==> src/rtl/gsq_pkg.sv <==
// Shared constants and types for the grayscale chain sequencer.
// Assumes a 12-bit level per channel and 16 channels per chained device.
package gsq_pkg;
    localparam int GS_BITS     = 12;
    localparam int CH_PER_CHIP = 16;

    typedef logic [GS_BITS-1:0] gs_level_t;

    // Selects when the chain image is shifted relative to the PWM period.
    typedef enum logic {
        UPD_OVERLAP  = 1'b0,
        UPD_IN_BLANK = 1'b1
    } upd_mode_e;

    // Sequencer states: power-up clear, active period, end-of-period blank,
    // stretched blank while shifting, and latch pulse.
    typedef enum logic [2:0] {
        ST_INIT  = 3'd0,
        ST_RUN   = 3'd1,
        ST_BLANK = 3'd2,
        ST_FILL  = 3'd3,
        ST_XLAT  = 3'd4
    } seq_state_e;
endpackage

==> src/rtl/gsq_frame_store.sv <==
// Channel level store. One 12-bit register per channel, written by index.
// Indices at or above N_CH match no register and are dropped.
// The whole store is presented as a flat vector with channel c in
// bits [12c+11:12c], so an MSB-first shift sends the highest channel first.
module gsq_frame_store #(
    parameter int N_CH  = 32,
    parameter int IDX_W = 6
) (
    input  logic                            clk,
    input  logic                            rst_n,
    input  logic                            wr_en_i,
    input  logic [IDX_W-1:0]                wr_idx_i,
    input  gsq_pkg::gs_level_t              wr_val_i,
    output logic [N_CH*gsq_pkg::GS_BITS-1:0] frame_o
);
    localparam int LW = gsq_pkg::GS_BITS;

    genvar c;
    generate
        for (c = 0; c < N_CH; c++) begin : g_ch
            gsq_pkg::gs_level_t lvl_q;

            // Hold the level of one channel; update on a matching write.
            always_ff @(posedge clk) begin
                if (!rst_n) begin
                    lvl_q <= '0;
                end else if (wr_en_i && (wr_idx_i == IDX_W'(c))) begin
                    lvl_q <= wr_val_i;
                end
            end

            assign frame_o[c*LW +: LW] = lvl_q;
        end
    endgenerate

    // An index past the last channel leaves every level untouched.
    assert_oor_ignored_R4: assert property (@(posedge clk) disable iff (!rst_n)
        (wr_en_i && (wr_idx_i >= IDX_W'(N_CH))) |=> $stable(frame_o));
endmodule

==> src/rtl/gsq_shifter.sv <==
// Mode-0 serialiser. On start it snapshots the frame (or zeros) into a
// shift register and sends it MSB first: data is set up while sck is low,
// sck rises (receiver samples), sck falls and the next bit is presented.
// Assumes SCK_HALF >= 1 and INIT_BITS >= FRAME_BITS.
module gsq_shifter #(
    parameter int FRAME_BITS = 384,
    parameter int INIT_BITS  = 400,
    parameter int SCK_HALF   = 1
) (
    input  logic                  clk,
    input  logic                  rst_n,
    input  logic                  start_i,
    input  logic                  zero_i,
    input  logic [FRAME_BITS-1:0] frame_i,
    output logic                  busy_o,
    output logic                  done_o,
    output logic                  sck_o,
    output logic                  sdo_o
);
    localparam int CNT_W = $clog2(INIT_BITS + 1);
    localparam int PH_W  = (SCK_HALF > 1) ? $clog2(SCK_HALF) : 1;

    logic [FRAME_BITS-1:0] sr_q;
    logic [CNT_W-1:0]      left_q;
    logic [PH_W-1:0]       ph_q;
    logic                  sck_q;
    logic                  busy_q;
    logic                  done_q;

    // Load, pace and shift the serial frame; flag the last falling edge.
    always_ff @(posedge clk) begin
        if (!rst_n) begin
            sr_q   <= '0;
            left_q <= '0;
            ph_q   <= '0;
            sck_q  <= 1'b0;
            busy_q <= 1'b0;
            done_q <= 1'b0;
        end else begin
            done_q <= 1'b0;
            if (start_i && !busy_q) begin
                sr_q   <= zero_i ? '0 : frame_i;
                left_q <= zero_i ? CNT_W'(INIT_BITS) : CNT_W'(FRAME_BITS);
                ph_q   <= '0;
                sck_q  <= 1'b0;
                busy_q <= 1'b1;
            end else if (busy_q) begin
                if (ph_q == PH_W'(SCK_HALF - 1)) begin
                    ph_q <= '0;
                    if (!sck_q) begin
                        sck_q <= 1'b1;
                    end else begin
                        sck_q  <= 1'b0;
                        sr_q   <= {sr_q[FRAME_BITS-2:0], 1'b0};
                        left_q <= left_q - 1'b1;
                        if (left_q == CNT_W'(1)) begin
                            busy_q <= 1'b0;
                            done_q <= 1'b1;
                        end
                    end
                end else begin
                    ph_q <= ph_q + 1'b1;
                end
            end
        end
    end

    assign busy_o = busy_q;
    assign done_o = done_q;
    assign sck_o  = sck_q;
    assign sdo_o  = sr_q[FRAME_BITS-1];

    // Data must hold while the serial clock is high.
    assert_sdo_hold_R5: assert property (@(posedge clk) disable iff (!rst_n)
        sck_o |-> $stable(sdo_o));
    // The serial clock rests low whenever no frame is in flight.
    assert_sck_idle_R5: assert property (@(posedge clk) disable iff (!rst_n)
        !busy_o |-> !sck_o);
    // Completion is reported once, as the shifter goes idle.
    assert_done_once_R7: assert property (@(posedge clk) disable iff (!rst_n)
        done_o |-> (!busy_o && $past(busy_o)));
endmodule

==> src/rtl/gsq_gsclk_gen.sv <==
// Grayscale clock generator. While enabled it toggles gsclk every GS_HALF
// system clocks, starting low, and counts rising edges. period_end pulses
// in the last cycle of the high phase of edge number GS_COUNT. Disabling
// clears the counter, so each period restarts at its first edge.
module gsq_gsclk_gen #(
    parameter int GS_HALF  = 1,
    parameter int GS_COUNT = 4096
) (
    input  logic clk,
    input  logic rst_n,
    input  logic en_i,
    output logic gsclk_o,
    output logic period_end_o
);
    localparam int PH_W   = (GS_HALF > 1) ? $clog2(GS_HALF) : 1;
    localparam int EDGE_W = $clog2(GS_COUNT + 1);

    logic [PH_W-1:0]   ph_q;
    logic [EDGE_W-1:0] edges_q;
    logic              gs_q;
    logic              ph_last;

    assign ph_last = (ph_q == PH_W'(GS_HALF - 1));

    // Divide the system clock and count grayscale rising edges.
    always_ff @(posedge clk) begin
        if (!rst_n || !en_i) begin
            ph_q    <= '0;
            edges_q <= '0;
            gs_q    <= 1'b0;
        end else if (ph_last) begin
            ph_q <= '0;
            gs_q <= !gs_q;
            if (!gs_q) begin
                edges_q <= edges_q + 1'b1;
            end
        end else begin
            ph_q <= ph_q + 1'b1;
        end
    end

    assign gsclk_o      = gs_q;
    assign period_end_o = en_i && gs_q && ph_last && (edges_q == EDGE_W'(GS_COUNT));

    // The edge counter never runs past one period.
    assert_edge_bound_R6: assert property (@(posedge clk) disable iff (!rst_n)
        edges_q <= EDGE_W'(GS_COUNT));
    // Once disabled the grayscale clock is parked low.
    assert_parked_R6: assert property (@(posedge clk) disable iff (!rst_n)
        !en_i |=> !gsclk_o);
endmodule

==> src/rtl/gsq_chain_seq.sv <==
// Grayscale chain sequencer top. It owns the blank/latch state machine and
// ties the channel store, serialiser and grayscale clock together.
// Power-up: blank held, INIT_BITS zero bits, one latch, then cycling.
// UPD_OVERLAP: shift during the period, latch in a 2-cycle end blank.
// UPD_IN_BLANK: every end blank is stretched to shift and latch a frame.
// Assumes the serial frame fits inside one period in overlapped timing.
module gsq_chain_seq #(
    parameter int                 N_CHIPS  = 2,
    parameter int                 GS_HALF  = 1,
    parameter int                 SCK_HALF = 1,
    parameter int                 GS_COUNT = 4096,
    parameter gsq_pkg::upd_mode_e UPD_MODE = gsq_pkg::UPD_OVERLAP,
    localparam int                N_CH     = N_CHIPS * gsq_pkg::CH_PER_CHIP,
    localparam int                IDX_W    = $clog2(N_CH) + 1
) (
    input  logic             clk,
    input  logic             rst_n,
    input  logic             wr_en,
    input  logic [IDX_W-1:0] wr_idx,
    input  logic [11:0]      wr_val,
    output logic             sck_o,
    output logic             sdo_o,
    output logic             gsclk_o,
    output logic             blank_o,
    output logic             xlat_o
);
    import gsq_pkg::*;

    localparam int FRAME_BITS = N_CH * GS_BITS;
    localparam int INIT_BITS  = 200 * N_CHIPS;
    localparam int EDGE_W     = $clog2(GS_COUNT + 1);

    seq_state_e            state_q, state_d;
    logic                  launched_q;
    logic                  pending_q;
    logic                  shift_go, shift_zero;
    logic                  sh_busy, sh_done;
    logic                  gs_en, period_end;
    logic [FRAME_BITS-1:0] frame;

    gsq_frame_store #(.N_CH(N_CH), .IDX_W(IDX_W)) u_store (
        .clk      (clk),
        .rst_n    (rst_n),
        .wr_en_i  (wr_en),
        .wr_idx_i (wr_idx),
        .wr_val_i (wr_val),
        .frame_o  (frame)
    );

    gsq_shifter #(.FRAME_BITS(FRAME_BITS), .INIT_BITS(INIT_BITS), .SCK_HALF(SCK_HALF)) u_shift (
        .clk     (clk),
        .rst_n   (rst_n),
        .start_i (shift_go),
        .zero_i  (shift_zero),
        .frame_i (frame),
        .busy_o  (sh_busy),
        .done_o  (sh_done),
        .sck_o   (sck_o),
        .sdo_o   (sdo_o)
    );

    gsq_gsclk_gen #(.GS_HALF(GS_HALF), .GS_COUNT(GS_COUNT)) u_gs (
        .clk          (clk),
        .rst_n        (rst_n),
        .en_i         (gs_en),
        .gsclk_o      (gsclk_o),
        .period_end_o (period_end)
    );

    // Next-state and shift-launch decisions of the blank/latch sequencer.
    always_comb begin
        state_d    = state_q;
        shift_go   = 1'b0;
        shift_zero = 1'b0;
        case (state_q)
            ST_INIT: begin
                if (!launched_q) begin
                    shift_go   = 1'b1;
                    shift_zero = 1'b1;
                end else if (sh_done) begin
                    state_d = ST_XLAT;
                end
            end
            ST_RUN: begin
                if (period_end) state_d = ST_BLANK;
            end
            ST_BLANK: begin
                if (UPD_MODE == UPD_IN_BLANK) begin
                    shift_go = 1'b1;
                    state_d  = ST_FILL;
                end else if (pending_q) begin
                    state_d = ST_XLAT;
                end else begin
                    shift_go = !sh_busy;
                    state_d  = ST_RUN;
                end
            end
            ST_FILL: begin
                if (sh_done) state_d = ST_XLAT;
            end
            ST_XLAT: begin
                state_d = ST_RUN;
                if (UPD_MODE == UPD_OVERLAP) shift_go = !sh_busy;
            end
            default: state_d = ST_INIT;
        endcase
    end

    // State, power-up launch flag and pending-latch flag registers.
    always_ff @(posedge clk) begin
        if (!rst_n) begin
            state_q    <= ST_INIT;
            launched_q <= 1'b0;
            pending_q  <= 1'b0;
        end else begin
            state_q <= state_d;
            if (state_q == ST_INIT && shift_go) launched_q <= 1'b1;
            if (state_q == ST_XLAT)      pending_q <= 1'b0;
            else if (sh_done)            pending_q <= 1'b1;
        end
    end

    assign gs_en   = (state_q == ST_RUN);
    assign blank_o = (state_q != ST_RUN);
    assign xlat_o  = (state_q == ST_XLAT);

    // Independent count of grayscale rising edges inside the active period.
    logic              gs_prev_q;
    logic              gs_rise;
    logic [EDGE_W-1:0] rise_cnt_q;
    assign gs_rise = gsclk_o && !gs_prev_q;

    // Track grayscale rises per period for the period-length check.
    always_ff @(posedge clk) begin
        if (!rst_n) begin
            gs_prev_q  <= 1'b0;
            rise_cnt_q <= '0;
        end else begin
            gs_prev_q <= gsclk_o;
            if (state_q != ST_RUN) rise_cnt_q <= '0;
            else if (gs_rise)      rise_cnt_q <= rise_cnt_q + 1'b1;
        end
    end

    // A period closes only after exactly GS_COUNT grayscale edges.
    assert_period_len_R6: assert property (@(posedge clk) disable iff (!rst_n)
        period_end |-> ((rise_cnt_q + EDGE_W'(gs_rise)) == EDGE_W'(GS_COUNT)));
    // The grayscale clock is never high while blanked.
    assert_gs_off_in_blank_R6: assert property (@(posedge clk) disable iff (!rst_n)
        blank_o |-> !gsclk_o);
    // A latch pulse needs a completed frame behind it.
    assert_latch_needs_frame_R7: assert property (@(posedge clk) disable iff (!rst_n)
        xlat_o |-> pending_q);
    // The latch pulse lasts one cycle.
    assert_latch_single_R7: assert property (@(posedge clk) disable iff (!rst_n)
        xlat_o |=> !xlat_o);
    // Nothing counts before the power-up clear has been latched.
    assert_init_quiet_R2: assert property (@(posedge clk) disable iff (!rst_n)
        (state_q == ST_INIT) |-> (!gsclk_o && !xlat_o));

    generate
        if (UPD_MODE == UPD_IN_BLANK) begin : g_inblank_chk
            // In-blank timing: serial activity stays inside the blank.
            assert_shift_in_blank_R9: assert property (@(posedge clk) disable iff (!rst_n)
                sh_busy |-> blank_o);
        end else begin : g_overlap_chk
            // Overlapped timing: the blank never spans a shift.
            assert_blank_short_R8: assert property (@(posedge clk) disable iff (!rst_n)
                (state_q == ST_BLANK) |-> !sck_o);
        end
    endgenerate
endmodule

==> config.mk <==
export PLATFORM = sky130hd
export DESIGN_NAME = gsq_chain_seq
export DESIGN_NICKNAME = d
export VERILOG_FILES = /design/src/rtl/gsq_pkg.sv /design/src/rtl/gsq_frame_store.sv /design/src/rtl/gsq_shifter.sv /design/src/rtl/gsq_gsclk_gen.sv /design/src/rtl/gsq_chain_seq.sv
export SDC_FILE = /design/constraint.sdc
export NUM_CORES = 2
export LEC_CHECK = 0
export BUFFER_PORTS_ARGS = -buffer_cell sky130_fd_sc_hd__buf_2
export CAP_MARGIN = 10
export CORE_ASPECT_RATIO = 0.7
export CORE_MARGIN = 5
export CORE_UTILIZATION = 60
export CTS_CLUSTER_SIZE = 24
export DETAILED_ROUTE_END_ITERATION = 10
export HOLD_SLACK_MARGIN = 0.15
export MAX_ROUTING_LAYER = met4
export PLACE_DENSITY_LB_ADDON = 0.05
export SYNTH_ARGS = -nofsm -noshare
export SYNTH_HDL_FRONTEND = slang
export SYNTH_SLANG_ARGS = --single-unit
==> constraint.sdc <==
create_clock -name clk -period 3.1 [get_ports clk]
set_clock_uncertainty 0.2 [all_clocks]
set_input_delay 0.465 -clock clk [delete_from_list [all_inputs] [get_ports clk]]
set_output_delay 0.465 -clock clk [all_outputs]
set_load 0.005 [all_outputs]
# Word level (Yosys, flattened, before mapping)
# Cells that the tools add are included.
# op_classes
addsub	4
eq_ne	41
muxes	27
n_bitwise	6
reduce_logical	54
# ops
cell	n
2-to-1 mux 384 bit	5
equality test 6 x 5 -> 1 bit (second input constant)	16
equality test 6 x 4 -> 1 bit (second input constant)	8
logical AND 1 bit	37
2-to-1 mux 9 bit	4
equality test 6 x 3 -> 1 bit (second input constant)	4
one-hot mux 3 bit (5 select lines)	1
adder 13 x 1 -> 13 bit (second input constant)	1
equality test 13 bit (second input constant)	1
equality test 6 x 2 -> 1 bit (second input constant)	2
2-to-1 mux 3 bit	4
2-to-1 mux 1 bit	11
equality test 9 x 1 -> 1 bit (second input constant)	1
subtractor 9 x 1 -> 9 bit (second input constant)	1
equality test 3 x 2 -> 1 bit (second input constant)	2
equality test 6 x 1 -> 1 bit (second input constant)	1
zero test 6 bit	1
!= test 2 bit (second input constant)	3
NOT 1 bit	6
AND reduction 2 bit	3
OR reduction 2 bit	3
2-to-1 mux 5 bit	1
OR reduction 5 bit	1
zero test 1 bit	4
other kinds (9)	11
# word_totals
ff_bits	801
input_bits	21
elab_cells	176

# Depth between registers and ports, before layout
# depth
ltp_word	6
depth_mapped	9
ltp_nobuf	6

# Hierarchy
# From an unflattened synthesis, not the netlist that was laid out.
# unflattened
hier_cells	3465
area_unflattened_um2	33771.1
# by_module_without_submodules
module	instances	cells_per_inst	area_each_um2	seq_area_each_um2
gsq_shifter	1	2020	18659.1	7927.6
gsq_frame_store	1	1324	14094.8	7687.4
gsq_gsclk_gen	1	89	747.0	300.3
gsq_chain_seq	1	32	270.3	100.1

# Least setup slack after synthesis
# OpenSTA, ideal clock, no wires.
# synth_path
path_type	in2reg
from	in wr_idx[5]
to	reg u_store.g_ch[11].lvl_q[10]
setup_time_ps	128
t_arrival_ps	1864
required_time_ps	2772
path_slack_ps	908
path_stages	7
n_path_buf	3
cell_sequence	or3b_1 clkbuf_1 or3_1 clkbuf_1 buf_2 mux2i_1 nor2_1
# synth_via
elab_chain_len	2
# synth_rtl
element	line	source
start, declared	gsq_chain_seq.sv:19	input logic [IDX_W-1:0] wr_idx,
equality test 6 x 4 -> 1 bit	gsq_frame_store.sv:27	end else if (wr_en_i && (wr_idx_i == IDX_W'(c))) begin
logical AND 1 bit	gsq_frame_store.sv:27	
end signal, assigned	gsq_frame_store.sv:28	lvl_q <= wr_val_i;
end, declared	gsq_frame_store.sv:21	gsq_pkg::gs_level_t lvl_q;
# Every way passes these cells.
# A chain may end at the register's enable or synchronous reset.

# Worst setup path in the final report
# layout_path
from	reg state_q[1]
to	reg u_shift.sr_q[252]
# layout_via
elab_chain_len	5
word_cells_on_any_way	12
cone_classes	eq/ne (3); mux (4); reduce/logical (5)
# layout_rtl
element	line	source
start, declared	gsq_chain_seq.sv:33	seq_state_e state_q, state_d;
start signal, assigned	gsq_chain_seq.sv:116	state_q <= state_d;
equality test 3 bit, or another cell as far along	gsq_chain_seq.sv:75	case (state_q)
one-hot mux 1 bit (3 select lines)	gsq_chain_seq.sv:75	
logical AND 1 bit	gsq_shifter.sv:41	if (start_i && !busy_q) begin
!= test 2 bit (no line) or nonzero test 2 bit (tied branches)	n/a	
AND reduction 3 bit (no line)	n/a	
end signal, assigned	gsq_shifter.sv:42	sr_q <= zero_i ? '0 : frame_i;
end signal, assigned	gsq_shifter.sv:54	sr_q <= {sr_q[FRAME_BITS-2:0], 1'b0};
end, declared	gsq_shifter.sv:23	logic [FRAME_BITS-1:0] sr_q;
# Parallel ways exist; a longest one is shown, timed or not.

==> impl_metrics.env <==
export IMPL_outcome="finished clean"
export IMPL_route_detailed_drc=0
export IMPL_synth_seq_cells=800
export IMPL_floorplan_rows=72
export IMPL_max_clock_path_buffers=3
export IMPL_num_io_pins=26
export IMPL_period_minus_slack_ns=2.64
export IMPL_cts_htree_levels=3
export IMPL_initialDrtViolationCount=1941
export IMPL_worst_endpoint_arrival_ns=2.95
export IMPL_rsz0062_at_grt="no"
export IMPL_mappedNetlistNets=3666
export IMPL_design_core_area_mm2=0.0555
export IMPL_grt_antenna_before_repair=2
export IMPL_cts_reportedPaths_clkPinSlew_ns=0.06
export IMPL_drive_above_1_share_pct=16.4
export IMPL_globalRouteTotalUtil_pct=26.9
export IMPL_postSynthAreaPerCell_um2=9.27
export IMPL_port_buffers=25
export IMPL_wl_per_cell_um=19.2
export IMPL_timing_worst_slew_pin_value_ns=1.00
export IMPL_power_density_over_the_cells_mw_per_mm2=569
export IMPL_maxSlewHeadroom_pct=32.4
export IMPL_die_height_um=208
export IMPL_finalMaxSlewViolations=0
export IMPL_routed_via_density=5.95
export IMPL_post_synth_top_area_fraction_pct=47.5
export IMPL_detailedPlacementHpwl_um=46300
export IMPL_layout_net_count=3520
export IMPL_detailed_place_area_mm2=0.0347
export IMPL_synth_largest_area_cell="dfxtp_1"
export IMPL_ctsResizeCount=0
export IMPL_report_final_hold_viol_count=0
export IMPL_postLayoutCoreUtil_pct=66.9
export IMPL_root_buffer="clkbuf_16"
export IMPL_final_min_period_over_clock_period_pct=85.1
export IMPL_critical_path_start_type="flop"
export IMPL_place_congestion=0.794
export IMPL_floorplan_die_area_mm2=0.0612
export IMPL_synth_lib_cells_used_distinct=51
export IMPL_grt_pass1_wl_um=133000
export IMPL_cts_sink_count=800
export IMPL_final_setup_fails=0
export IMPL_most_common_cell_after_layout_fill_and_taps_aside="dfxtp_1"
export IMPL_clk_latency_ns=0.62
export IMPL_area_growth_from_synthesis_to_layout_pct=10.1
export IMPL_cp_end_kind="flop"
export IMPL_max_cap_violations=0
export IMPL_path_cells="or3b_4 > o21a_4 > buf_4 > o22ai_1 > a221oi_1"
export IMPL_peakVddDrop_mv=0.572
export IMPL_max_stage_delay_ns=0.67
export IMPL_detail_route_antenna_nets=0
export IMPL_timing_setup_tns_ns=0
export IMPL_most_common_layout_cells="dfxtp_1 (800), nor2_1 (412), nand2_1 (391), mux2i_1 (384)"
export IMPL_max_clock_freq_mhz=379
export IMPL_rrSetupSlack_ns=0.46
export IMPL_wirelength_um=82500
export IMPL_num_fill_cells=4356
export IMPL_synth_top_cells_by_area="dfxtp_1 (47%), mux2i_1 (11%), mux2_2 (7.1%)"
export IMPL_vias=25517
export IMPL_cts_repair_timing_setup_buffer_count=0
export IMPL_mappedNetlistArea_mm2=0.0338
export IMPL_initial_core_util_pct=60.8
export IMPL_numCtsBuffers=75
export IMPL_globalRouteOverflowTotal=0
export IMPL_detailedRoute_firstPassIterationCount=5
export IMPL_grt_pass1_vias=24838
export IMPL_cell_type_of_the_slowest_stage_on_the_worst_timing_path="o21a_4"
export IMPL_layout_cell_area_non_filler_mm2=0.0371
export IMPL_leakagePower_uw=0.0144
export IMPL_die_width_um=293
export IMPL_postSynthCellCount=3641
export IMPL_hold_removal_path_class="input port to flop"
export IMPL_total_power_uw=21100
export IMPL_timing_critical_path_required_ns=3.41
export IMPL_synth_sequential_area_ratio_pct=47.5
export IMPL_tritoncts="yes"
export IMPL_worstSetupPathType="flop to flop"
export IMPL_yosysWarningCount=0
export IMPL_grt_max_degree=178
export IMPL_critical_path_fanout_max=52
-- cell type report --
cell class	instances	area (um2)	area share, %
Clock inverter	15	105	0.283
Clock buffer	116	2310	6.21
Multi-Input combinational cell	2310	15700	42.2
Tap cell	740	926	2.49
Antenna cell	1	2.50	0.00674
Sequential cell	800	16000	43.1
Inverter	177	672	1.81
Timing Repair Buffer	131	1440	3.88
-- where the power goes --
part           total (uW)  internal (uW)  switching [uW]
Sequential          10600          10500             116
Clock                9060           5200            3860
Combinational        1480            490             986
-- worst max-delay path: cells and delay by family, from the launching register on --
family / cells / cell delay (ns)
simple gates: 1 / 0.34
buf+inv: 1 / 0.41
flops: 1 / 0.43
compound gates: 3 / 1.11
-- layer usage --
layer | track usage, % | routed length [um]
met2 | 42.9 | 37900
met1 | 36.2 | 38900
met3 | 4.14 | 3650
met4 | 6.87 | 2100
met5 | - | 0
-- synth_stat cells (all sizes together) --
master	number
o31ai	2
nor4bb	2
a221oi	169
and3	5
ha	4
conb	1
nand3b	1
nand2	392
and2	2
o21a	1
inv	177
or3	5
a32oi	1
nor2b	5
a21oi	224
a32o	1
o21ai	223
and4b	1
clkbuf	223
nand4	10
mux2i	384
nand3	21
nor4	4
nor2	412
nor3b	2
or3b	3
o22ai	169
o211ai	1
and4	2
a311oi	2
buf	131
nand2b	6
xor2	13
or2	1
nor3	18
xnor2	6
mux2	214
dfxtp	800
and3b	1
o221ai	1
nor4b	1
-- final timing paths --
check        cells after the start                startpoint                   endpoint
min                              3                 wr_val[8]  u_store.g_ch[18].lvl_q[8]
max                              5                state_q[1]          u_shift.sr_q[252]
max reg2reg                      5                state_q[1]          u_shift.sr_q[252]
min reg2reg                      2  u_store.g_ch[9].lvl_q[1]          u_shift.sr_q[109]
-- what timing repair did --
item | 4_1_cts | 5_1_grt
endpoints found under the hold margin | 18 | 0
hold buffers | 3 | 0
setup endpoints to repair | 0 | 0
-- flip-flops by register name, summed over array words and instances, names as in the netlist --
name,cells
launched_q,1
pending_q,1
state_q,3
u_gs.edges_q,13
u_gs.gsclk_o,1
u_gs.ph_q,1
u_shift.busy_o,1
u_shift.done_o,1
u_shift.left_q,9
u_shift.sck_o,1
u_shift.sr_q,384
u_store.g_ch.lvl_q,384
-- per-stage QoR --
step / hold WS, ns / setup slack, ns / std cells
4_1_cts: 0.167 / 0.472 / 4289
2_1_floorplan: 0.231 / 0.908 / 3641
3_3_place_gp: 0.235 / 0.577 / 4155
3_5_place_dp: 0.242 / 0.479 / 4155
6_report: 0.191 / 0.461 / 4290
5_1_grt: 0.177 / 0.336 / 4290
-- logic make-up after synthesis --
logic type,after synthesis,share of synthesized area [%]
multiplexers,598,18.5
other,1,0.0111
adder cells (fa/ha/maj),4,0.148
AND/OR/NAND/NOR,894,10.6
XOR/XNOR,19,0.493
buffers and inverters,531,6.41
AO/OA/AOI/OAI,794,16.4
flip-flops,800,47.5
No activity file was read; power rests on OpenSTA's default activity.
